[config.mk]
export PLATFORM = sky130hd
export DESIGN_NAME = msg_pad_fmt
export DESIGN_NICKNAME = d
export VERILOG_FILES = /design/src/rtl/pad_pkg.sv /design/src/rtl/pad_word_shaper.sv /design/src/rtl/pad_block_buf.sv /design/src/rtl/pad_seq.sv /design/src/rtl/msg_pad_fmt.sv
export SDC_FILE = /design/constraint.sdc
export NUM_CORES = 1
export LEC_CHECK = 0
export ABC_AREA = 1
export BUFFER_PORTS_ARGS = -buffer_cell sky130_fd_sc_hd__buf_2
export CELL_PAD_IN_SITES_DETAIL_PLACEMENT = 1
export CELL_PAD_IN_SITES_GLOBAL_PLACEMENT = 1
export CORE_ASPECT_RATIO = 2
export CORE_MARGIN = 8
export CORE_UTILIZATION = 39
export DETAILED_ROUTE_END_ITERATION = 10
export GPL_TIMING_DRIVEN = 0
export PLACE_DENSITY_LB_ADDON = 0.08
export SYNTH_ARGS = -nofsm -noshare
export SYNTH_HDL_FRONTEND = slang
export SYNTH_SLANG_ARGS = --single-unit
[constraint.sdc]
create_clock -name clk -period 2.6 [get_ports clk]
set_input_delay 0.26 -clock clk [delete_from_list [all_inputs] [get_ports clk]]
set_output_delay 0.26 -clock clk [all_outputs]
set_load 0.05 [all_outputs]
[src/rtl/pad_pkg.sv]
package pad_pkg;
  localparam int WORD_W    = 32;
  localparam int BLK_WORDS = 16;
  localparam int IDX_W     = $clog2(BLK_WORDS);
  localparam int CNT_W     = IDX_W + 1;
  localparam int BLK_W     = WORD_W * BLK_WORDS;
  localparam int LEN_W     = 64;
  localparam logic [WORD_W-1:0] MARK_WORD = 32'h8000_0000;

  typedef enum logic [1:0] {
    ST_IDLE,
    ST_READ,
    ST_PAD,
    ST_OFFER
  } seq_state_t;

  // little-endian memory word to big-endian block word
  function automatic logic [WORD_W-1:0] swap_bytes(input logic [WORD_W-1:0] x);
    logic [WORD_W-1:0] y;
    for (int i = 0; i < WORD_W/8; i++) begin
      y[8*i +: 8] = x[WORD_W-8-8*i +: 8];
    end
    return y;
  endfunction
endpackage

[src/rtl/pad_word_shaper.sv]
// Byte-swaps one captured word and, for the tail word of a message whose
// length is not a multiple of four bytes, masks the stray bytes and inserts
// the marker byte.
module pad_word_shaper
  import pad_pkg::*;
(
  input  logic [WORD_W-1:0] raw_word,
  input  logic              is_tail,
  input  logic [1:0]        tail_bytes,
  output logic [WORD_W-1:0] shaped_word
);
  logic [WORD_W-1:0] be_word;

  always_comb begin
    be_word     = swap_bytes(raw_word);
    shaped_word = be_word;
    if (is_tail) begin
      case (tail_bytes)
        2'd1:    shaped_word = {be_word[31:24], 24'h80_0000};
        2'd2:    shaped_word = {be_word[31:16], 16'h8000};
        2'd3:    shaped_word = {be_word[31:8],  8'h80};
        default: shaped_word = be_word;
      endcase
    end
  end
endmodule

[src/rtl/pad_block_buf.sv]
// Sixteen-word block register. Cleared as a whole, then written by the
// capture port, the marker port and the length port.
module pad_block_buf
  import pad_pkg::*;
(
  input  logic              clk,
  input  logic              clr,
  input  logic              cap_en,
  input  logic [IDX_W-1:0]  cap_idx,
  input  logic [WORD_W-1:0] cap_word,
  input  logic              mark_en,
  input  logic [IDX_W-1:0]  mark_idx,
  input  logic              len_en,
  input  logic [LEN_W-1:0]  len_bits,
  output logic [BLK_W-1:0]  words
);
  localparam int LEN_HI_IDX = BLK_WORDS - 2;
  localparam int LEN_LO_IDX = BLK_WORDS - 1;

  for (genvar g = 0; g < BLK_WORDS; g++) begin : g_word
    logic [WORD_W-1:0] q;
    logic              hit_len_hi;
    logic              hit_len_lo;

    assign hit_len_hi = len_en && (g == LEN_HI_IDX);
    assign hit_len_lo = len_en && (g == LEN_LO_IDX);

    always_ff @(posedge clk) begin
      if (clr) begin
        q <= '0;
      end else if (hit_len_hi) begin
        q <= len_bits[LEN_W-1:WORD_W];
      end else if (hit_len_lo) begin
        q <= len_bits[WORD_W-1:0];
      end else if (mark_en && (mark_idx == IDX_W'(g))) begin
        q <= MARK_WORD;
      end else if (cap_en && (cap_idx == IDX_W'(g))) begin
        q <= cap_word;
      end
    end

    assign words[g*WORD_W +: WORD_W] = q;
  end
endmodule

[src/rtl/pad_seq.sv]
// Job sequencer: latches the job, counts blocks and words, drives the memory
// address and the block handshake, and steers the buffer write ports.
module pad_seq
  import pad_pkg::*;
#(
  parameter int ADDR_W = 16,
  parameter int SIZE_W = 32
) (
  input  logic              clk,
  input  logic              rst,
  input  logic              start,
  input  logic [ADDR_W-1:0] msg_addr,
  input  logic [SIZE_W-1:0] msg_bytes,
  output logic [ADDR_W-1:0] rd_addr,
  output logic              blk_valid,
  input  logic              blk_ready,
  output logic              blk_last,
  output logic              buf_clr,
  output logic              cap_en,
  output logic [IDX_W-1:0]  cap_idx,
  output logic              cap_tail,
  output logic [1:0]        tail_bytes,
  output logic              mark_en,
  output logic [IDX_W-1:0]  mark_idx,
  output logic              len_en,
  output logic [LEN_W-1:0]  len_bits,
  output logic              busy,
  output logic [SIZE_W-1:0] size_q
);
  seq_state_t        state;
  logic [SIZE_W-1:0] words_left;
  logic [SIZE_W-1:0] blocks_left;
  logic [CNT_W-1:0]  take;
  logic [CNT_W-1:0]  cnt;
  logic              mark_done;

  logic [SIZE_W:0]   word_sum;
  logic [SIZE_W:0]   blk_sum;
  logic [SIZE_W-1:0] words_init;
  logic [SIZE_W-1:0] blocks_init;
  logic              final_blk;
  logic              accept;

  function automatic logic [CNT_W-1:0] blk_take(input logic [SIZE_W-1:0] left);
    if (left >= SIZE_W'(BLK_WORDS)) return CNT_W'(BLK_WORDS);
    else                            return CNT_W'(left);
  endfunction

  // job geometry from the byte count
  assign word_sum    = {1'b0, msg_bytes} + (SIZE_W+1)'(3);
  assign blk_sum     = {1'b0, msg_bytes} + (SIZE_W+1)'(8);
  assign words_init  = SIZE_W'(word_sum >> 2);
  assign blocks_init = SIZE_W'(blk_sum >> 6) + SIZE_W'(1);

  assign final_blk  = (blocks_left == SIZE_W'(1));
  assign accept     = (state == ST_OFFER) && blk_ready;
  assign busy       = (state != ST_IDLE);
  assign tail_bytes = size_q[1:0];

  // buffer steering
  assign buf_clr  = rst || ((state == ST_IDLE) && start) || (accept && !final_blk);
  assign cap_en   = (state == ST_READ) && (cnt != '0);
  assign cap_idx  = IDX_W'(cnt - CNT_W'(1));
  assign cap_tail = (words_left == SIZE_W'(1));
  assign mark_en  = (state == ST_PAD) && !mark_done && (words_left == '0) &&
                    (take != CNT_W'(BLK_WORDS)) && (size_q[1:0] == 2'd0);
  assign mark_idx = IDX_W'(take);
  assign len_en   = (state == ST_PAD) && final_blk;
  assign len_bits = LEN_W'(size_q) << 3;

  always_ff @(posedge clk) begin
    if (rst) begin
      state       <= ST_IDLE;
      rd_addr     <= '0;
      blk_valid   <= 1'b0;
      blk_last    <= 1'b0;
      cnt         <= '0;
      take        <= '0;
      words_left  <= '0;
      blocks_left <= '0;
      size_q      <= '0;
      mark_done   <= 1'b0;
    end else begin
      case (state)
        ST_IDLE: begin
          if (start) begin
            size_q      <= msg_bytes;
            words_left  <= words_init;
            blocks_left <= blocks_init;
            take        <= blk_take(words_init);
            cnt         <= '0;
            rd_addr     <= msg_addr;
            mark_done   <= 1'b0;
            state       <= ST_READ;
          end
        end
        ST_READ: begin
          if (cnt != '0) begin
            words_left <= words_left - SIZE_W'(1);
            if (cap_tail && (size_q[1:0] != 2'd0)) mark_done <= 1'b1;
          end
          if (cnt == take) begin
            state <= ST_PAD;
          end else begin
            cnt     <= cnt + CNT_W'(1);
            rd_addr <= rd_addr + ADDR_W'(1);
          end
        end
        ST_PAD: begin
          if (mark_en) mark_done <= 1'b1;
          blk_valid <= 1'b1;
          blk_last  <= final_blk;
          state     <= ST_OFFER;
        end
        ST_OFFER: begin
          if (blk_ready) begin
            blk_valid <= 1'b0;
            blk_last  <= 1'b0;
            if (final_blk) begin
              state <= ST_IDLE;
            end else begin
              blocks_left <= blocks_left - SIZE_W'(1);
              take        <= blk_take(words_left);
              cnt         <= '0;
              state       <= ST_READ;
            end
          end
        end
        default: state <= ST_IDLE;
      endcase
    end
  end
endmodule

[src/rtl/msg_pad_fmt.sv]
module msg_pad_fmt
  import pad_pkg::*;
#(
  parameter int ADDR_W = 16,
  parameter int SIZE_W = 32
) (
  input  logic              clk,
  input  logic              rst,
  input  logic              start,
  input  logic [ADDR_W-1:0] msg_addr,
  input  logic [SIZE_W-1:0] msg_bytes,
  output logic [ADDR_W-1:0] rd_addr,
  input  logic [31:0]       rd_data,
  output logic              blk_valid,
  input  logic              blk_ready,
  output logic              blk_last,
  output logic [511:0]      blk_words
);
  logic              buf_clr;
  logic              cap_en;
  logic [IDX_W-1:0]  cap_idx;
  logic              cap_tail;
  logic [1:0]        tail_bytes;
  logic              mark_en;
  logic [IDX_W-1:0]  mark_idx;
  logic              len_en;
  logic [LEN_W-1:0]  len_bits;
  logic [WORD_W-1:0] shaped_word;
  logic              seq_busy;
  logic [SIZE_W-1:0] seq_size;

  pad_seq #(
    .ADDR_W (ADDR_W),
    .SIZE_W (SIZE_W)
  ) i_seq (
    .clk        (clk),
    .rst        (rst),
    .start      (start),
    .msg_addr   (msg_addr),
    .msg_bytes  (msg_bytes),
    .rd_addr    (rd_addr),
    .blk_valid  (blk_valid),
    .blk_ready  (blk_ready),
    .blk_last   (blk_last),
    .buf_clr    (buf_clr),
    .cap_en     (cap_en),
    .cap_idx    (cap_idx),
    .cap_tail   (cap_tail),
    .tail_bytes (tail_bytes),
    .mark_en    (mark_en),
    .mark_idx   (mark_idx),
    .len_en     (len_en),
    .len_bits   (len_bits),
    .busy       (seq_busy),
    .size_q     (seq_size)
  );

  pad_word_shaper i_shaper (
    .raw_word    (rd_data),
    .is_tail     (cap_tail),
    .tail_bytes  (tail_bytes),
    .shaped_word (shaped_word)
  );

  pad_block_buf i_buf (
    .clk      (clk),
    .clr      (buf_clr),
    .cap_en   (cap_en),
    .cap_idx  (cap_idx),
    .cap_word (shaped_word),
    .mark_en  (mark_en),
    .mark_idx (mark_idx),
    .len_en   (len_en),
    .len_bits (len_bits),
    .words    (blk_words)
  );
endmodule

==> qor.yml <==
synthesis:
  syn_nets: 3856
  synth_edf_count: 0
  synthCells: 3756
  synth.cell_area_um2: 27500
  yosysSeqAreaShare_pct: 46.6
  ys_ff_latch: 639
  avgSynthCellArea_um2: 7.31
  yosysUniqueCellTypes: 54
  synth_warnings: 0
  ys.flop_type: "dfxtp_1"
  async_flop_share_pct: 0
global_route:
  grt-ovfl-total: 0
  grt_pass1_vias: 31300
  grt.total_usage_pct: 36.3
  antenna_found_initial: 5
  grt_max_degree: 17
  grt_pass1_wl_um: 213000
worst_setup_path:
  path_depth: 6
  crit_chain: "clkbuf_1 -> clkinv_1 -> nand3_4 -> buf_4 -> clkbuf_1 -> a21oi_1"
  required_ps: 3080
  regToRegStartpoint: "i_seq.state[1]"
  rr_worst_depth: 10
  critPathMaxFanout: 10
  critPathCaptureType: "register"
  rrSetupSlack_ps: -10
  start_kind: "input pin"
  critical-path-top-delay-family: "buffers and inverters"
  startpoint: "rst"
  r2r-end: "i_buf.g_word[15].q[21]"
  path_common_cell: "clkbuf_1"
  cpPeakStageDelay_ps: 780
  critPathBufInv: 4
  critPathCapture: "i_buf.g_word[10].q[31]"
  crit_type: "input pin to register"
  critical_path.slowest_cell: "clkinv_1"
  cp_data_arrival_time_ps: 3100
placement:
  pre_cts_slack_ps: -1080
  hpwl_um: 122000
  place_congestion: 1.02
  port_buffers: 609
outcome:
  failed_checks: "setup timing"
  status: "finished, violations left"
sta:
  slew_headroom_pct: 36.8
  hold_violations: 0
  period_needed_ps: 2620
  worst_pin_slew_ps: 948
  holdWs_ps: 16.5
  min_period_over_period_pct: 101
  drv_slew: 0
  grt_setup_unrepaired: "true"
  fmax_ghz: 0.382
  finalSetupViolCount: 7
  worst_slack_ps: -19.8
  finClkSkew_ps: 22.5
clocking:
  cts_max_level: 2
  insertion_delay_ps: 640
  cts_tree: "done"
  cts-buffers-inserted: 57
  clockRootBuffer: "clkbuf_16"
  clk_pin_slew_worst_paths_ps: 70
  cts_buffer_depth: 3
  cts.sinks: 639
job:
  max_cap_viol_count: 0
layout:
  layout-drive-gt1-share_pct: 25.0
  area_growth_pct: 28.3
  fillers: 9023
  multi_input_area_um2: 13300
  regArea_um2: 12800
  layout.nets: 4586
pwr:
  p_per_area_nw_per_um2: 879
  pwr-share-comb_pct: 34.1
  p_int_mw: 18.2
  seq_power_share_pct: 37.8
  clkPwrFrac_pct: 28.2
  leakage_nw: 16.1
  p_switching_mw: 12.7
  irDropWorstVdd_mv: 0.706
  swShare_pct: 41.1
die:
  fp.coreArea_um2: 69800
  num_io_pins: 614
  die_height_um: 391
  rows: 137
  start_util_pct: 39.4
  dieArea_um2: 79700
  die_w_um: 204
drt:
  drt_first_pass_iters: 5
  ant_nets: 0
  vias_per_cell: 5.59
  wl_per_cell_um: 27.9
  drc: 0
  totalWireLength_um: 152000
  vias: 30400
  drt-initial-drc-count: 1559
min_path:
  hold_class: "input pin to register"
registers in the layout (all words and copies together), names as in the netlist:
register and flops:
i_buf.g_word.q 512, i_seq.blk_last 1, i_seq.blk_valid 1, i_seq.blocks_left 32, i_seq.cnt 5, i_seq.mark_done 1
i_seq.rd_addr 16, i_seq.size_q 32, i_seq.state 2, i_seq.take 5, i_seq.words_left 32
synth_stat cells, types with 3 or more instances:
library cell	n	share of area, %
a211oi_1	68	1.9
a21oi_1	584	11
a21oi_2	3	0.096
a221oi_1	4	0.13
a31oi_1	10	0.23
buf_1	4	0.055
buf_2	69	1.3
buf_4	11	0.30
clkbuf_1	141	1.9
clkinv_1	14	0.19
dfxtp_1	639	47
ha_1	16	0.73
inv_1	219	3.0
inv_2	27	0.37
nand2_1	536	7.3
nand2_2	19	0.43
nand2_4	10	0.41
nand3_1	131	2.4
nand3b_1	3	0.082
nand4_1	29	0.66
nor2_1	572	7.8
nor2_2	23	0.52
nor2_4	9	0.37
nor3_1	24	0.44
nor3_2	5	0.18
nor3b_1	3	0.082
nor4_1	7	0.16
o211ai_1	13	0.36
o21ai_0	446	8.1
o21ai_1	22	0.40
o21bai_1	6	0.16
o22ai_1	10	0.23
o31ai_1	3	0.082
or2_2	7	0.16
xnor2_1	14	0.45
xor2_1	33	1.1
power by group through the flow:
stage | clock [mW] | sequential (mW) | combinational, mW
6_report | 8.73 | 11.7 | 10.5
5_1_grt | 9.16 | 11.8 | 11.4
4_1_cts | 8.77 | 11.6 | 9.95
3_5_place_dp | 0 | 11.8 | 9.36
3_3_place_gp | 0 | 11.8 | 9.21
2_1_floorplan | 0 | 12.3 | 5.45
cell usage in the layout (no fill, tap or decap), drive strengths merged, types with 2 or more instances in the layout:
| master | n |
|---|---|
| a31oi | 10 |
| a21oi | 587 |
| inv | 246 |
| a211oi | 68 |
| xor2 | 33 |
| o22ai | 10 |
| nor4 | 7 |
| o31ai | 3 |
| nor3b | 3 |
| o211ai | 13 |
| o21ai | 469 |
| nor3 | 29 |
| clkinvlp | 6 |
| nand3 | 134 |
| nand3b | 3 |
| nor2 | 605 |
| buf | 742 |
| diode | 5 |
| o21bai | 6 |
| a221oi | 4 |
| a21boi | 2 |
| dfxtp | 639 |
| o221ai | 2 |
| xnor2 | 14 |
| clkbuf | 224 |
| clkinv | 24 |
| dlygate4sd3 | 20 |
| bufinv | 2 |
| ha | 16 |
| or2 | 8 |
| nand2 | 565 |
| nand4 | 29 |
routing by layer:
layer	global-route usage, %	vias to the layer above	share of wire, %
met4	33.1	0	11
met5	0	-	0
li1	-	14000	-
met1	33.3	14700	32
met2	65.8	1229	51
met3	7.80	479	6.9
layout make-up:
type	count	share of cell area (%)
diodes	5	0.0355
inverters	261	3.01
well taps	903	3.21
flip-flops and latches	639	36.3
multi-input cells	2627	37.6
clock inverters	17	0.561
clock buffers	86	4.70
plain buffers	217	3.71
repair buffers	683	10.8
stage by stage:
| step | cell area [um^2] | power (mW) | cells | utilization (%) | TNS, ps |
|---|---|---|---|---|---|
| after global placement | 31600 | 21.0 | 5268 | 45.4 | -321830 |
| after global routing | 35200 | 32.3 | 5438 | 50.5 | -4260 |
| final | 35200 | 31.0 | 5438 | 50.5 | -87.4 |
| after floorplan | 27500 | 17.8 | 3756 | - | 0 |
| after CTS | 34800 | 30.3 | 5426 | 49.9 | -16.2 |
| after detailed placement | 31600 | 21.2 | 5268 | 45.4 | -339470 |
worst min-delay path, delay by kind of cell:
family                 cells  cell delay [ps]
AO/OA/AOI/OAI              2              220
buffers and inverters      1              100
kinds of logic after synthesis:
family | count (synthesis) | share of synthesized area [%]
compound gates | 1179 | 22.6
simple gates | 1385 | 21.3
buf+inv | 490 | 7.30
flops | 639 | 46.6
xor+xnor | 47 | 1.50
fa+ha+maj | 16 | 0.729
timing repair:
action / 4_1_cts / 5_1_grt
gates cloned: 1 / 1
setup buffers: 35 / 17
hold buffers: 20 / 0
pin swaps: 14 / 14
hold endpoints to repair: 20 / 0
resized for setup: 242 / 141
endpoints found under the setup margin: 584 / 486
how the worst min path moves through the flow:
stage | from | to | slack, ps | depth (start not counted)
after detailed placement | i_seq.size_q[11] | i_seq.size_q[11] | 440 | 2
after CTS | msg_addr[10] | i_seq.rd_addr[10] | 2 | 5
after floorplan | rd_data[1] | i_buf.g_word[0].q[25] | 410 | 2
final | msg_addr[9] | i_seq.rd_addr[9] | 20 | 3
after global routing | rd_data[11] | i_buf.g_word[15].q[19] | 20 | 3
after global placement | i_seq.size_q[18] | i_seq.size_q[18] | 440 | 2
(Power assumes the default switching activity.)
